## config.mk

```make
export PLATFORM = sky130hd
export DESIGN_NAME = dma_chain_ch
export DESIGN_NICKNAME = d
export VERILOG_FILES = /design/src/rtl/dma_chain_pkg.sv /design/src/rtl/dma_chain_regs.sv /design/src/rtl/dma_chain_dp.sv /design/src/rtl/dma_chain_seq.sv /design/src/rtl/dma_chain_ch.sv
export SDC_FILE = /design/constraint.sdc
export NUM_CORES = 1
export LEC_CHECK = 0
export ABC_AREA = 1
export BUFFER_PORTS_ARGS = -buffer_cell sky130_fd_sc_hd__clkbuf_2
export CAP_MARGIN = 15
export CORE_ASPECT_RATIO = 1.4
export CORE_UTILIZATION = 55
export CTS_CLUSTER_DIAMETER = 150
export DETAILED_ROUTE_END_ITERATION = 16
export HOLD_SLACK_MARGIN = 0.02
export PLACE_DENSITY = 0.76
export SYNTH_ARGS = -nofsm -noshare
export SYNTH_HDL_FRONTEND = slang
export SYNTH_HIERARCHICAL = 1
export SYNTH_SLANG_ARGS = --single-unit
```

## constraint.sdc

```tcl
create_clock -name clk -period 6 [get_ports clk]
set_input_delay 0.9 -clock clk [delete_from_list [all_inputs] [get_ports clk]]
set_output_delay 0.9 -clock clk [all_outputs]
set_load 0.1 [all_outputs]
```

## src/rtl/dma_chain_pkg.sv

```systemverilog
`timescale 1ns/1ps
package dma_chain_pkg;

  typedef enum logic [2:0] {
    ST_IDLE,
    ST_CHECK,
    ST_FETCH,
    ST_RD,
    ST_WR
  } dc_state_t;

  localparam logic [1:0] RG_PTR  = 2'd0;
  localparam logic [1:0] RG_BLK  = 2'd1;
  localparam logic [1:0] RG_CTRL = 2'd2;
  localparam logic [1:0] RG_STAT = 2'd3;

  localparam int CB_EN    = 0;
  localparam int CB_REQ   = 1;
  localparam int CB_WIDE  = 2;
  localparam int CB_BURST = 3;

  // unit size in bytes for the selected access width
  function automatic logic [1:0] unit_step(input logic wide);
    return wide ? 2'd2 : 2'd1;
  endfunction

endpackage

```

## src/rtl/dma_chain_regs.sv

```systemverilog
`timescale 1ns/1ps
module dma_chain_regs
  import dma_chain_pkg::*;
#(
  parameter int AW  = 16,
  parameter int DW  = 16,
  parameter int BCW = 8
) (
  input  logic           clk,
  input  logic           rst_n,
  input  logic           cfg_we,
  input  logic [1:0]     cfg_addr,
  input  logic [DW-1:0]  cfg_wdata,
  output logic [DW-1:0]  cfg_rdata,
  input  logic           dreq_i,
  input  logic           ev_block_load,
  input  logic           ev_chain_end,
  input  logic           ev_cs_done,
  output logic [AW-1:0]  ptr,
  output logic [BCW-1:0] blk,
  output logic           ctrl_en,
  output logic           ctrl_req,
  output logic           ctrl_wide,
  output logic           ctrl_burst,
  output logic           irq
);

  localparam int EB  = DW / 8;
  localparam int REC = 3 * EB;

  function automatic logic [AW-1:0] next_record(input logic [AW-1:0] p);
    return p + AW'(REC);
  endfunction

  logic wr_ptr, wr_blk, wr_ctrl, wr_stat;
  assign wr_ptr  = cfg_we && (cfg_addr == RG_PTR);
  assign wr_blk  = cfg_we && (cfg_addr == RG_BLK);
  assign wr_ctrl = cfg_we && (cfg_addr == RG_CTRL);
  assign wr_stat = cfg_we && (cfg_addr == RG_STAT);

  always_ff @(posedge clk) begin
    if (!rst_n) begin
      ptr <= '0;
      blk <= '0;
    end else if (ev_block_load) begin
      ptr <= next_record(ptr);
      blk <= blk - BCW'(1);
    end else begin
      if (wr_ptr) ptr <= cfg_wdata[AW-1:0];
      if (wr_blk) blk <= cfg_wdata[BCW-1:0];
    end
  end

  always_ff @(posedge clk) begin
    if (!rst_n) begin
      ctrl_en    <= 1'b0;
      ctrl_req   <= 1'b0;
      ctrl_wide  <= 1'b0;
      ctrl_burst <= 1'b0;
    end else begin
      if (wr_ctrl) begin
        ctrl_wide  <= cfg_wdata[CB_WIDE];
        ctrl_burst <= cfg_wdata[CB_BURST];
      end
      if (ev_chain_end) begin
        ctrl_en  <= 1'b0;
        ctrl_req <= 1'b0;
      end else if (wr_ctrl) begin
        ctrl_en  <= cfg_wdata[CB_EN];
        ctrl_req <= cfg_wdata[CB_REQ] | dreq_i;
      end else if (dreq_i) begin
        ctrl_req <= 1'b1;
      end else if (ev_cs_done) begin
        ctrl_req <= 1'b0;
      end
    end
  end

  always_ff @(posedge clk) begin
    if (!rst_n)                          irq <= 1'b0;
    else if (ev_chain_end)               irq <= 1'b1;
    else if (wr_stat && cfg_wdata[0])    irq <= 1'b0;
  end

  always_comb begin
    cfg_rdata = '0;
    case (cfg_addr)
      RG_PTR:  cfg_rdata = DW'(ptr);
      RG_BLK:  cfg_rdata = DW'(blk);
      RG_CTRL: cfg_rdata = DW'({ctrl_burst, ctrl_wide, ctrl_req, ctrl_en});
      default: cfg_rdata = DW'(irq);
    endcase
  end

endmodule

```

## src/rtl/dma_chain_dp.sv

```systemverilog
`timescale 1ns/1ps
module dma_chain_dp
  import dma_chain_pkg::*;
#(
  parameter int AW = 16,
  parameter int DW = 16
) (
  input  logic          clk,
  input  logic          rst_n,
  input  logic          ctrl_wide,
  input  logic          ld_sar,
  input  logic          ld_dar,
  input  logic          ld_tcr,
  input  logic [DW-1:0] ld_val,
  input  logic          cap_data,
  input  logic          unit_done,
  input  logic [DW-1:0] bus_rdata,
  output logic [AW-1:0] sar,
  output logic [AW-1:0] dar,
  output logic [DW-1:0] tcr,
  output logic [DW-1:0] tcr_after,
  output logic [DW-1:0] data_q
);

  function automatic logic [DW-1:0] count_after(input logic [DW-1:0] c,
                                                input logic [1:0] s);
    if (c > DW'(s)) return c - DW'(s);
    return '0;
  endfunction

  function automatic logic [AW-1:0] addr_after(input logic [AW-1:0] a,
                                               input logic [1:0] s);
    return a + AW'(s);
  endfunction

  logic [1:0] step;
  assign step      = unit_step(ctrl_wide);
  assign tcr_after = count_after(tcr, step);

  always_ff @(posedge clk) begin
    if (!rst_n) begin
      sar <= '0;
      dar <= '0;
      tcr <= '0;
    end else if (unit_done) begin
      sar <= addr_after(sar, step);
      dar <= addr_after(dar, step);
      tcr <= tcr_after;
    end else begin
      if (ld_sar) sar <= ld_val[AW-1:0];
      if (ld_dar) dar <= ld_val[AW-1:0];
      if (ld_tcr) tcr <= ld_val;
    end
  end

  always_ff @(posedge clk) begin
    if (!rst_n)        data_q <= '0;
    else if (cap_data) data_q <= ctrl_wide ? bus_rdata : DW'(bus_rdata[7:0]);
  end

endmodule

```

## src/rtl/dma_chain_seq.sv

```systemverilog
`timescale 1ns/1ps
module dma_chain_seq
  import dma_chain_pkg::*;
#(
  parameter int AW = 16,
  parameter int DW = 16
) (
  input  logic          clk,
  input  logic          rst_n,
  input  logic          ctrl_en,
  input  logic          ctrl_req,
  input  logic          ctrl_wide,
  input  logic          ctrl_burst,
  input  logic          blk_zero,
  input  logic [AW-1:0] ptr,
  input  logic [AW-1:0] sar,
  input  logic [AW-1:0] dar,
  input  logic [DW-1:0] tcr_after,
  input  logic [DW-1:0] bus_rdata,
  input  logic          bus_ready,
  output logic          bus_req,
  output logic          bus_we,
  output logic          bus_wide,
  output logic [AW-1:0] bus_addr,
  output logic          ld_sar,
  output logic          ld_dar,
  output logic          ld_tcr,
  output logic          cap_data,
  output logic          ev_block_load,
  output logic          ev_unit_done,
  output logic          ev_chain_end,
  output logic          ev_cs_done,
  output logic          tc_n
);

  localparam int EB = DW / 8;

  function automatic logic [AW-1:0] entry_addr(input logic [AW-1:0] base,
                                               input logic [1:0] k);
    return base + AW'(k) * AW'(EB);
  endfunction

  dc_state_t  st, st_nx;
  logic [1:0] idx;
  logic       need_arr;
  logic       acc_done;

  assign acc_done = bus_req && bus_ready;

  always_comb begin
    bus_req  = 1'b0;
    bus_we   = 1'b0;
    bus_wide = ctrl_wide;
    bus_addr = '0;
    case (st)
      ST_FETCH: begin
        bus_req  = 1'b1;
        bus_wide = 1'b1;
        bus_addr = entry_addr(ptr, idx);
      end
      ST_RD: begin
        bus_req  = 1'b1;
        bus_addr = sar;
      end
      ST_WR: begin
        bus_req  = 1'b1;
        bus_we   = 1'b1;
        bus_addr = dar;
      end
      default: ;
    endcase
  end

  assign ld_sar        = (st == ST_FETCH) && acc_done && (idx == 2'd0);
  assign ld_dar        = (st == ST_FETCH) && acc_done && (idx == 2'd1);
  assign ld_tcr        = (st == ST_FETCH) && acc_done && (idx == 2'd2);
  assign ev_block_load = ld_tcr;
  assign cap_data      = (st == ST_RD) && acc_done;
  assign ev_unit_done  = (st == ST_WR) && acc_done;
  assign ev_cs_done    = ev_unit_done && !ctrl_burst;
  assign ev_chain_end  = (st == ST_CHECK) && ctrl_en && need_arr && blk_zero;

  always_comb begin
    st_nx = st;
    case (st)
      ST_IDLE:  if (ctrl_en && ctrl_req) st_nx = ST_CHECK;
      ST_CHECK: begin
        if (!ctrl_en)      st_nx = ST_IDLE;
        else if (need_arr) st_nx = blk_zero ? ST_IDLE : ST_FETCH;
        else               st_nx = ST_RD;
      end
      ST_FETCH: if (ld_tcr) st_nx = (bus_rdata == '0) ? ST_CHECK : ST_RD;
      ST_RD:    if (cap_data) st_nx = ST_WR;
      ST_WR: begin
        if (ev_unit_done) begin
          if (!ctrl_en || !ctrl_burst) st_nx = ST_IDLE;
          else if (tcr_after == '0)    st_nx = ST_CHECK;
          else                         st_nx = ST_RD;
        end
      end
      default: st_nx = ST_IDLE;
    endcase
  end

  always_ff @(posedge clk) begin
    if (!rst_n) begin
      st       <= ST_IDLE;
      idx      <= 2'd0;
      need_arr <= 1'b1;
      tc_n     <= 1'b1;
    end else begin
      st   <= st_nx;
      tc_n <= !ev_chain_end;
      if (st == ST_FETCH && acc_done) idx <= ld_tcr ? 2'd0 : idx + 2'd1;
      if (ld_tcr)            need_arr <= (bus_rdata == '0);
      else if (ev_unit_done) need_arr <= (tcr_after == '0);
    end
  end

endmodule

```

## src/rtl/dma_chain_ch.sv

```systemverilog
`timescale 1ns/1ps
module dma_chain_ch
  import dma_chain_pkg::*;
#(
  parameter int AW  = 16,
  parameter int DW  = 16,
  parameter int BCW = 8
) (
  input  logic          clk,
  input  logic          rst_n,
  input  logic          cfg_we,
  input  logic [1:0]    cfg_addr,
  input  logic [DW-1:0] cfg_wdata,
  output logic [DW-1:0] cfg_rdata,
  input  logic          dreq_i,
  output logic          bus_req,
  output logic          bus_we,
  output logic          bus_wide,
  output logic [AW-1:0] bus_addr,
  output logic [DW-1:0] bus_wdata,
  input  logic [DW-1:0] bus_rdata,
  input  logic          bus_ready,
  output logic          tc_n,
  output logic          irq
);

  logic [AW-1:0]  ptr, sar, dar;
  logic [BCW-1:0] blk;
  logic [DW-1:0]  tcr, tcr_after;
  logic ctrl_en, ctrl_req, ctrl_wide, ctrl_burst;
  logic ld_sar, ld_dar, ld_tcr, cap_data;
  logic ev_block_load, ev_unit_done, ev_chain_end, ev_cs_done;

  dma_chain_regs #(.AW(AW), .DW(DW), .BCW(BCW)) u_regs (
    .clk(clk), .rst_n(rst_n),
    .cfg_we(cfg_we), .cfg_addr(cfg_addr), .cfg_wdata(cfg_wdata),
    .cfg_rdata(cfg_rdata), .dreq_i(dreq_i),
    .ev_block_load(ev_block_load), .ev_chain_end(ev_chain_end),
    .ev_cs_done(ev_cs_done),
    .ptr(ptr), .blk(blk),
    .ctrl_en(ctrl_en), .ctrl_req(ctrl_req),
    .ctrl_wide(ctrl_wide), .ctrl_burst(ctrl_burst), .irq(irq)
  );

  dma_chain_dp #(.AW(AW), .DW(DW)) u_dp (
    .clk(clk), .rst_n(rst_n), .ctrl_wide(ctrl_wide),
    .ld_sar(ld_sar), .ld_dar(ld_dar), .ld_tcr(ld_tcr), .ld_val(bus_rdata),
    .cap_data(cap_data), .unit_done(ev_unit_done), .bus_rdata(bus_rdata),
    .sar(sar), .dar(dar), .tcr(tcr), .tcr_after(tcr_after), .data_q(bus_wdata)
  );

  dma_chain_seq #(.AW(AW), .DW(DW)) u_seq (
    .clk(clk), .rst_n(rst_n),
    .ctrl_en(ctrl_en), .ctrl_req(ctrl_req), .ctrl_wide(ctrl_wide),
    .ctrl_burst(ctrl_burst), .blk_zero(blk == '0),
    .ptr(ptr), .sar(sar), .dar(dar), .tcr_after(tcr_after),
    .bus_rdata(bus_rdata), .bus_ready(bus_ready),
    .bus_req(bus_req), .bus_we(bus_we), .bus_wide(bus_wide), .bus_addr(bus_addr),
    .ld_sar(ld_sar), .ld_dar(ld_dar), .ld_tcr(ld_tcr), .cap_data(cap_data),
    .ev_block_load(ev_block_load), .ev_unit_done(ev_unit_done),
    .ev_chain_end(ev_chain_end), .ev_cs_done(ev_cs_done), .tc_n(tc_n)
  );

endmodule

```

# Word-level counts from Yosys, hierarchy flattened
# Cells that the tools add are included.
# classes
addsub,7
n_mul,0
div_mod_pow,0
n_lt_le_gt_ge,1
eq_ne,13
shift,0
n_mux,39
bitwise_logic,2
reduce_logical,37
# ops
op,count
two-way mux 16 bit,11
one-hot mux 16 bit (3 select lines),2
adder 16 x 2 -> 16 bit,2
logical NOT 16 bit,2
two-way mux 3 bit,7
logical AND 1 bit,17
adder 16 x 3 -> 16 bit,1
"adder 16 x 3 -> 16 bit, second input constant",1
greater-than comparator 16 x 2 -> 1 bit,1
two-way mux 8 bit,2
subtractor 16 x 2 -> 16 bit,1
one-hot mux 3 bit (5 select lines),1
nonzero test 2 bit,6
two-way mux 1 bit,11
two-way mux 2 bit,5
logical NOT 8 bit,1
"subtractor 8 x 1 -> 8 bit, second input constant",1
"equality test 2 bit, second input constant",3
"equality test 3 x 2 -> 1 bit, second input constant",2
"!= test 2 x 1 -> 1 bit, second input constant",3
"equality test 2 x 1 -> 1 bit, second input constant",2
logical NOT 2 bit,2
AND reduction 4 bit,1
"equality test 3 x 1 -> 1 bit, second input constant",1
11 further kinds,13
# word_totals
reg_bits,100
latch_bits,0
mem_bits_rw,0
rom_bits,0
inputBits,39
out_inout_bits,53
mem_count,0

# Longest topological paths before layout
# Gate-level depths: netlist of run 1.
# depth
word_depth,9
ltp_mapped,19
mapped_depth_nobuf,18

# Hierarchy
# Netlist of run 1, hierarchy kept.
# by_module_without_submodules
module,instances,cells_per_inst,area_per_inst_um2,seq_area_each_um2
dma_chain_dp,1,661,4108.9,1281.2
dma_chain_regs,1,304,1965.6,580.6
dma_chain_seq,1,227,1181.1,140.1
dma_chain_ch,1,7,26.3,0.0

# Least setup slack after synthesis of run 1
# OpenSTA, ideal clock, no wires.
# synth_path
path_kind,reg-to-output
startpoint,register u_regs.ptr[1]
endpoint,output port bus_addr[3]
t_arrival_ns,4.537
required_ns,5.100
path_slack_ns,0.563
path_stages_with_launch,6
path_buffers,0
cell_sequence,dfxtp_1 > ha_1 > fa_1 > nand2_1 > inv_1 > o311ai_0
# synth_between
elab_chain_cells,2
# synth_lines
item,line_no,source
start: declaration,dma_chain_regs.sv:19,"output logic [AW-1:0] ptr,"
start signal: assignment,dma_chain_regs.sv:46,ptr <= next_record(ptr);
start signal: assignment,dma_chain_regs.sv:49,if (wr_ptr) ptr <= cfg_wdata[AW-1:0];
adder 16 x 3 -> 16 bit,dma_chain_seq.sv:40,return base + AW'(k) * AW'(EB);
one-hot mux 16 bit (3 select lines),dma_chain_seq.sv:55,case (st)
end: declaration,dma_chain_ch.sv:19,"output logic [AW-1:0] bus_addr,"
# No other way between the ends.

# Worst setup path in the final report of run 1
# layout_path
startpoint,register u_regs.ptr[1]
endpoint,output port bus_addr[13]
# The elaborated chain is that of the path after synthesis.

==> metrics.md, run 1 <==
| Metric | Value |
|---|---|
| Outcome | `finished clean` |
| GRT Util Overall | `between 30% and 40%` |
| Clk buf depth | `2` |
| Final layout net count | `1,324` |
| Placement Rows | `between 40 and 50` |
| Routability cong. | `about 0.91` |
| CP required | `~5.1 ns` |
| Endpoints failing setup | `0` |
| Period utilisation layout | `about 57%` |
| Period minus WS final | `approximately 3.4 ns` |
| Nature of the critical path endpoint | `output port` |
| Commonest register cell after synthesis | `dfxtp_1` |
| Antenna diode count | `0` |
| Vias in the first global route | `approximately 7,300` |
| GR Util met1 | `around 36%` |
| Layer with the highest usage | `met2` |
| Root Driver | `clkbuf_16` |
| Total CTS buffers | `9` |
| Sequential area share after synthesis | `between 20 and 30%` |
| Die area | `between 0.01 and 0.015 mm2` |
| Post-Syn Area | `0.00728 mm2` |
| Net Count, Synth | `between 1,000 and 1,500` |
| Most area-consuming cells after synthesis | `dfxtp_1 27%, nand2_1 15%, inv_1 9.2%` |
| Worst IR Drop VDD | `119 uV` |
| Ys Warns | `6` |
| First-pass iteration count of the detailed router | `6` |
| Worst slew pin tran | `~0.8 ns` |
| # resized after CTS | `0` |
| Slowest CP cell | `clkbuf_2` |
| Dpl hpwl | `between 15,000 and 20,000 um` |
| Worst setup margin | `between 2 and 3 ns` |
| Cell mode on critical path | `nand2_1` |
| Worst-Skew Late Latency | `about 0.35 ns` |
| H-tree levels | `3` |
| Via Count | `8,079` |
| Post-Syn Area per Cell | `~6 um2` |
| Largest net degree at the start of global routing | `between 40 and 50` |
| Critical Path Source Type | `flip-flop` |
| Met2 Usage GRT | `between 50% and 60%` |
| Leakage Power | `~3.5 nW` |
| Final Max Slew Viols | `0` |
| Hold Violations, Final | `0` |
| Worst Skew | `0.0123 ns` |
| Routed len/inst | `around 15 um` |
| Critical Path, Cell by Cell | `ha_1, fa_1, nand2_1, inv_1, nand2_1, nor2_4, nand2_1, nand2_1, o21ai_0, o21ai_0, nand3_1, clkbuf_2` |
| Layout area overhead | `10.9%` |
| Yosys reg bits | `100` |
| CTS Hold Bufs | `0` |
| Final ANT Viol Nets | `0` |
| Drt drc | `0` |
| CTS tree | `done` |
| Initial antenna violation count | `0` |
| Async set or reset register ratio after synthesis | `0%` |
| Initial Utilization | `56.6%` |
| Total gr overflow | `0` |
| Ports | `between 90 and 100` |
| Synth cell types | `46` |
| Clk sinks | `100` |
| Chip Width | `~99 um` |
| EDFF count, synth | `0` |
| Setup bufs post-CTS | `0` |
| PortBufs | `between 90 and 100` |
| Worst EP arrival | `2.54 ns` |
| Area leader, netlist | `dfxtp_1` |
| Relative slew slack | `46.2%` |
| Die Height | `138 um` |
| Fmax achieved | `a little under 300 MHz` |
| Fin Setup TNS | `0 ns` |
| Fraction of layout cells with a size suffix above 1 | `a little over an eighth` |
| Unrepaired setup endpoints after global routing | `false` |
| Power Density | `181 mW/mm2` |
| Hold Path Class | `flip-flop to flip-flop` |
| Synthesized instance count | `between 1,000 and 1,500` |
| First-pass GRT wire length | `34,400 um` |
| Power, Total | `around 1.5 mW` |
| Drt total wl | `roughly 21,000 um` |
| DR vias/cell | `approximately 5.7` |
| GR Layer Usage met3 | `3.34%` |
| Worst stage delay on the critical path | `between 0.4 and 0.5 ns` |
| Crit-path max FO | `4` |
| CORE AREA | `between 0.01 and 0.015 mm2` |
| CP Class | `flip-flop to output port` |
| Clk pin slew, worst setup/hold paths | `~0.07 ns` |
| Max_cap viols | `0` |
| Worst slack, placed | `about 2.7 ns` |
| Starting DRC count in detailed routing | `approximately 580` |
| Post-synth top area share | `27.5%` |
metrics by stage:
step	cell area, um2	util, %	cells	hold WS, ns
6_report	8080	62.7	1429	0.471
3_3_place_gp	7760	60.3	1413	0.452
5_1_grt	8080	62.7	1429	0.492
3_5_place_dp	7760	60.3	1413	0.459
2_1_floorplan	7280	-	1199	0.462
4_1_cts	8080	62.7	1429	0.470
layer usage:
metal	up-vias	share of wire (%)	wire, um
met4	0	4.0	849
met5	-	0	0
li1	4046	-	-
met1	3652	40	8520
met2	322	50	10700
met3	59	6.1	1310
final cells by class:
| cell class | instances | area, um2 |
|---|---|---|
| fill | 1299 | 4800 |
| clock buffer | 10 | 239 |
| multi-input combinational | 877 | 4380 |
| timing repair buffer | 95 | 485 |
| inverter | 188 | 706 |
| tap | 153 | 191 |
| sequential | 100 | 2000 |
| clock inverter | 6 | 76.3 |
synthesized netlist by cell type (9+ instances only):
master    number
o22ai_1       22
nand2_1      288
a21oi_1       84
nand2_2        9
nand3_1       92
ha_1          10
a31oi_1        9
clkbuf_1      11
buf_2         10
nor3_1        10
o21ai_0       89
nor2_2        11
nor2_1       147
nand4_1       28
dfxtp_1      100
inv_1        178
o21ai_2        9
final timing paths:
check	from	endpoint	slack (ns)	cells past startpoint
worst min-delay path	u_dp/data_q[8]	u_dp/data_q[8]	0.47	2
worst max-delay path	u_regs/ptr[1]	bus_addr[13]	2.56	12
worst min register to register	u_dp/data_q[8]	u_dp/data_q[8]	0.47	2
worst max register to register	u_seq/st[2]	u_regs/ptr[2]	2.79	10
kinds of logic (layout without fill, tap and decap cells):
group | count (synthesis) | count (layout) | synth area share (%)
AOI/OAI and AO/OA | 250 | 250 | 19.6
xor gates and xnor gates | 6 | 6 | 0.722
adders and majority gates | 14 | 14 | 2.82
buffers and inverters | 222 | 299 | 12.4
DFF | 100 | 100 | 27.5
and+or+nand+nor | 607 | 607 | 37.0
cells in the final DEF, fill, tap and decap left out, drive strengths merged, types with 10 or more instances in the layout:
cell type	Yosys	layout
o21ai	103	103
nand2	301	301
o22ai	22	22
clkbuf	11	101
nor3	14	14
nand4	28	28
dfxtp	100	100
ha	10	10
nand3	93	93
a21oi	87	87
inv	184	188
a31oi	10	10
nor2	168	168
worst max-delay path, delay by kind of cell, from the launching register on:
family,cells,cell delay [ns]
simple gates,6,0.53
compound gates,2,0.19
fa+ha+maj,2,0.61
buf+inv,2,0.51
flops,1,0.34
power breakdown:
part / total, mW / internal (mW) / switching (mW)
clock network: 0.628 / 0.344 / 0.284
registers: 0.683 / 0.671 / 0.0118
logic: 0.152 / 0.0418 / 0.111
total: 1.46 / 1.06 / 0.407
state kept, by name (all words and copies together) (netlist names):
signal	cells
u_dp/dar	16
u_dp/sar	16
u_regs/ctrl_wide	1
u_regs/ctrl_req	1
u_regs/blk	8
u_seq/st	3
u_dp/tcr	16
u_dp/data_q	16
u_regs/irq	1
u_regs/ctrl_en	1
u_seq/tc_n	1
u_seq/idx	2
u_regs/ctrl_burst	1
u_regs/ptr	16
u_seq/need_arr	1
(Power assumes the default switching activity.)
==> run 2: changes to the inputs <==
CORE_UTILIZATION = 54   (was 55)
PLACE_DENSITY = 0.78   (was 0.76)
clock period = 3.16 ns   (was 6 ns; I/O delays follow)
==> run 2 against run 1 <==
Critical path type unchanged. Largest power group unchanged. First-iteration DRC count is 5.3% higher. Final area up 1.4%. Largest cell class unchanged. Total power grew 92%.
==> metrics.md, run 2 (synthesis gave the netlist of run 1 again) <==
| Metric | Value |
|---|---|
| Hold Path Origin | `dreq_i` |
| Routed len/inst | `around 15 um` |
| GRT Util Overall | `between 30% and 40%` |
| Antenna diode count | `0` |
| Worst Hold Depth | `3` |
| Buf+Inv Stages, Crit Path | `1` |
| Layout area overhead | `12.5%` |
| First-pass iteration count of the detailed router | `5` |
| Max_cap viols | `0` |
| Final layout net count | `roughly 1,300` |
| Leakage Power | `~3.5 nW` |
| Period utilisation layout | `between 90% and 100%` |
| Most frequent cells in the layout | `285 x nand2_1, 177 x inv_1, 147 x nor2_1, 100 x dfxtp_1, 92 x nand3_1` |
| Largest net degree at the start of global routing | `34` |
| Endpoints failing setup | `0` |
| Layout fillers | `around 1,300` |
| Outcome | `finished clean` |
| Reg2reg end | `u_seq/need_arr` |
| Commonest non-fill, non-tap cell in the layout | `nand2_1` |
| Flop-to-flop setup slack | `between 0.7 and 0.8 ns` |
| First-pass GRT wire length | `approximately 35,000 um` |
| Fraction of layout cells with a size suffix above 1 | `between 10% and 20%` |
| H-tree levels | `3` |
| Worst setup margin | `approximately 0.28 ns` |
| Unrepaired setup endpoints after global routing | `false` |
| Ports | `92` |
| Clk pin slew, worst setup/hold paths | `around 0.07 ns` |
| CP Class | `flip-flop to output port` |
| Worst stage delay on the critical path | `0.48 ns` |
| Worst EP arrival | `2.41 ns` |
| Hold Violations, Final | `0` |
| Hold endpoint | `u_regs/ctrl_req` |
| Total CTS buffers | `9` |
| Nature of the critical path endpoint | `output port` |
| Reg-to-reg startpoint | `u_regs/ctrl_wide` |
| # resized after CTS | `0` |
| Critical Path Source Type | `flip-flop` |
| Worst-Skew Late Latency | `roughly 0.36 ns` |
| Via Count | `~8,200` |
| CORE AREA | `0.0130 mm2` |
| Die area | `0.0140 mm2` |
| Worst slack, placed | `approximately 0.67 ns` |
| Starting DRC count in detailed routing | `a little over 600` |
| Worst slew pin tran | `0.785 ns` |
| Initial Utilization | `~56%` |
| Critical path's top delay family | `buffers and inverters` |
| Drt total wl | `~22,000 um` |
| Crit-path max FO | `7` |
| PortBufs | `just over 90` |
| Worst IR Drop VDD | `roughly 340 uV` |
| Path depth of the worst reg2reg path | `15` |
| Power Density | `about 340 mW/mm2` |
| Clk buf depth | `2` |
| CTS tree | `done` |
| Routability cong. | `0.976` |
| Placement Rows | `between 40 and 50` |
| Setup bufs post-CTS | `0` |
| Root Driver | `clkbuf_16` |
| DR vias/cell | `~5.6` |
| Critical Path, Cell by Cell | `ha_1, nand2_1, a21boi_0, nand4_1, xor2_1, o21bai_1, clkbuf_2` |
| Period minus WS final | `approximately 2.9 ns` |
| Worst Skew | `~0.0092 ns` |
| Dpl hpwl | `roughly 16,000 um` |
| Vias in the first global route | `around 7,300` |
| Chip Width | `between 100 and 150 um` |
| Total gr overflow | `0` |
| Drt drc | `0` |
| Final ANT Viol Nets | `0` |
| CTS Hold Bufs | `0` |
| CP required | `roughly 2.7 ns` |
| Fmax achieved | `~350 MHz` |
| Hold Path Class | `primary input to flip-flop` |
| Final Max Slew Viols | `0` |
| Slowest CP cell | `clkbuf_2` |
| Die Height | `approximately 140 um` |
| Worst hold slack | `around 0.32 ns` |
| Relative slew slack | `approximately 48%` |
| Initial antenna violation count | `0` |
| Clk sinks | `100` |
run 2: cell types whose count changed in the layout (fill, tap and decap cells not counted), sizes merged:
cell / change
inv: -3
buf: +8
bufinv: +1
clkbuf: +1
clkinvlp: +1
run 2: area by class of cell:
| type | instances | area (um2) | share of cell area (%) |
|---|---|---|---|
| clock buffer | 11 | 233 | 2.84 |
| clock inverter | 5 | 85.1 | 1.04 |
| inverter | 188 | 706 | 8.61 |
| multi-input combinational | 877 | 4400 | 53.7 |
| sequential | 100 | 2000 | 24.4 |
| tap | 178 | 223 | 2.72 |
| timing repair buffer | 103 | 546 | 6.66 |
run 2: how the worst max path moves through the flow:
stage	startpoint	end	slack, ns	cells after the start
floorplan	u_seq/idx[0]	bus_addr[9]	-0.01	9
global placement	u_seq/idx[1]	bus_addr[12]	0.68	7
detailed placement	u_seq/idx[1]	bus_addr[12]	0.67	7
CTS	u_seq/idx[1]	bus_addr[12]	0.28	7
global route	u_seq/idx[0]	bus_addr[15]	0.13	11
finish	u_seq/idx[1]	bus_addr[12]	0.28	7
run 2: worst reg2reg max path, cell delays in order (launching register included):
cell and delay [ns]:
dfxtp_1 0.34, inv_1 0.06, ha_1 0.20, fa_1 0.45, nand2_4 0.16, nor2_8 0.07, o21ai_2 0.23, inv_2 0.13
a21oi_1 0.14, nor2_1 0.06, nand2_1 0.06, nor2_1 0.04, nand2_1 0.12, a21oi_1 0.08, o21ai_1 0.09, nand3_1 0.07
run 2: metrics by stage:
| stage | cell area [um2] | cells | setup TNS, ns | total power, mW | util (%) |
|---|---|---|---|---|---|
| 6_report | 8190 | 1462 | 0 | 2.81 | 63.0 |
| 5_1_grt | 8190 | 1462 | 0 | 2.90 | 63.0 |
| 4_1_cts | 8190 | 1462 | 0 | 2.82 | 63.0 |
| 3_5_place_dp | 7870 | 1446 | 0 | 1.61 | 60.6 |
| 3_3_place_gp | 7870 | 1446 | 0 | 1.61 | 60.6 |
| 2_1_floorplan | 7300 | 1199 | -0.0111 | 1.51 | - |
run 2: routing by layer:
metal | GRT usage, % | routed length (um)
met1 | 35.6 | 8620
met2 | 56.2 | 11000
met3 | 3.82 | 1170
met4 | 17.0 | 927
met5 | 0 | 0
run 2: power by group:
| part | leakage [nW] | switching (mW) | internal, mW |
|---|---|---|---|
| registers | 0.808 | 0.0205 | 1.27 |
| clock network | 0.150 | 0.515 | 0.700 |
| logic | 2.59 | 0.215 | 0.0812 |
| total | 3.55 | 0.751 | 2.06 |
==> run 3: changes to the inputs <==
CORE_UTILIZATION = 40   (was 54)
PLACE_DENSITY = default   (was 0.78)
==> run 3 against run 2 <==
First-iteration DRC count is 11% lower. Sequential share of layout area fell by 0.14 points. Clock power decreased by 5%. Worst setup slack lost 0.086 ns. Cell count rose by 4.2%. Total power fell by 2.1%. Highest routed layer unchanged. Via count fell by 2.4%. Core utilization decreased by 17 points. Critical path type unchanged. Die area is 34% higher. Combinational power increased by 1%.
==> metrics.md, run 3 (synthesis gave the netlist of run 1 again) <==
| Metric | Value |
|---|---|
| Worst setup margin | `between 0.15 and 0.2 ns` |
| Hold Violations, Final | `0` |
| DR vias/cell | `about 5.2` |
| Final layout net count | `about 1,300` |
| Largest net degree at the start of global routing | `42` |
| Clk sinks | `100` |
| # resized after CTS | `0` |
| Commonest non-fill, non-tap cell in the layout | `nand2_1` |
| Worst slack, placed | `just under 0.6 ns` |
| Clk buf depth | `2` |
| Root Driver | `clkbuf_16` |
| Initial Utilization | `between 40 and 50%` |
| CORE AREA | `about 0.018 mm2` |
| Routability cong. | `about 0.90` |
| Starting DRC count in detailed routing | `between 500 and 600` |
| Die Height | `162 um` |
| Antenna diode count | `0` |
| Reg-to-reg startpoint | `u_regs/ctrl_wide` |
| Routed len/inst | `15.4 um` |
| Slowest CP cell | `clkbuf_2` |
| Hold Path Class | `primary input to flip-flop` |
| Critical Path Source Type | `flip-flop` |
| Initial antenna violation count | `0` |
| GRT Util Overall | `between 20% and 30%` |
| Post-DP Area | `0.00794 mm2` |
| Power Density | `333 mW/mm2` |
| Drt drc | `0` |
| Most frequent cells in the layout | `285 x nand2_1, 177 x inv_1, 147 x nor2_1, 100 x dfxtp_1, 92 x nand3_1` |
| Drt total wl | `roughly 23,000 um` |
| Via Count | `around 8,000` |
| Worst Hold Depth | `3` |
| Ports | `a little over 90` |
| Instance count on the critical path | `7` |
| Buf+Inv Stages, Crit Path | `1` |
| CP Class | `flip-flop to output port` |
| Path depth of the worst reg2reg path | `15` |
| CP required | `approximately 2.7 ns` |
| Worst slew pin tran | `about 0.84 ns` |
| Unrepaired setup endpoints after global routing | `false` |
| Setup bufs post-CTS | `0` |
| PortBufs | `between 90 and 100` |
| Clk pin slew, worst setup/hold paths | `approximately 0.070 ns` |
| Leakage Power | `3.54 nW` |
| Die area | `0.0188 mm2` |
| Final ANT Viol Nets | `0` |
| Dpl hpwl | `17,900 um` |
| Vias in the first global route | `~7,500` |
| H-tree levels | `3` |
| Fmax achieved | `approximately 340 MHz` |
| Critical path's top delay family | `compound AO/OA/AOI/OAI gates` |
| Crit-path max FO | `7` |
| Total gr overflow | `0` |
| Critical Path, Cell by Cell | `ha_1, nand2_1, a21boi_0, nand4_1, xor2_1, o21bai_1, clkbuf_2` |
| Period minus WS final | `2.97 ns` |
| Outcome | `finished clean` |
| Hold Path Origin | `dreq_i` |
| Worst hold slack | `between 0.3 and 0.4 ns` |
| Placement Rows | `58` |
| Total CTS buffers | `9` |
| Max_cap viols | `0` |
| Nature of the critical path endpoint | `output port` |
| Layout area overhead | `13.2%` |
| First-pass iteration count of the detailed router | `5` |
| Fraction of layout cells with a size suffix above 1 | `roughly 14%` |
| Worst IR Drop VDD | `about 240 uV` |
| Worst-Skew Late Latency | `0.36 ns` |
| Relative slew slack | `a little over two fifths` |
| Post-route cell area | `0.00824 mm2` |
| First-pass GRT wire length | `between 30,000 and 40,000 um` |
| Endpoints failing setup | `0` |
| Worst Skew | `0.0128 ns` |
| Final Max Slew Viols | `0` |
| Chip Width | `116 um` |
| Worst stage delay on the critical path | `roughly 0.48 ns` |
| Worst EP arrival | `2.49 ns` |
| CTS Hold Bufs | `0` |
| Period utilisation layout | `93.9%` |
| CTS tree | `done` |
| Crit. Startpoint | `u_seq/idx[1]` |
[run 3: stage by stage]
step	TNS, ns	utilization (%)	total power [mW]	instances
detailed placement	0	44.3	1.62	1507
floorplan	-0.0111	-	1.51	1199
global placement	0	44.3	1.62	1507
global route	0	46.0	2.85	1523
finish	0	46.0	2.75	1523
CTS	0	46.0	2.77	1523
[run 3: worst paths after layout]
path                endpoint  slack, ns
max             bus_addr[12]       0.19
min          u_regs/ctrl_req       0.31
max reg2reg   u_seq/need_arr       0.62
min reg2reg  u_dp/data_q[15]       0.47
[run 3: layout make-up]
class | count | area [um2]
well taps | 240 | 300
clock buffers | 13 | 270
repair buffers | 102 | 538
clock inverters | 3 | 26.3
inverters | 188 | 706
flip-flops and latches | 100 | 2000
multi-input cells | 877 | 4400
fillers | 1967 | 9680
[run 3: worst min-delay path, stage by stage]
cell and delay [ns]:
clkbuf_2 0.08, o21ai_1 0.06, inv_1 0.04
[run 3: report_power, final]
| group | switching [mW] | leakage, nW | internal (mW) | total, mW |
|---|---|---|---|---|
| Sequential | 0.0207 | 0.808 | 1.27 | 1.29 |
| Clock | 0.545 | 0.147 | 0.608 | 1.15 |
| Combinational | 0.219 | 2.59 | 0.0807 | 0.300 |
[run 3: routing by layer]
| metal | up-vias | GRT usage [%] | wire length [um] |
|---|---|---|---|
| met5 | - | 0 | 0 |
| met4 | 0 | 12.6 | 1020 |
| met3 | 53 | 2.89 | 824 |
| met2 | 219 | 47.3 | 12200 |
| met1 | 3623 | 28.1 | 9460 |
| li1 | 4064 | - | - |
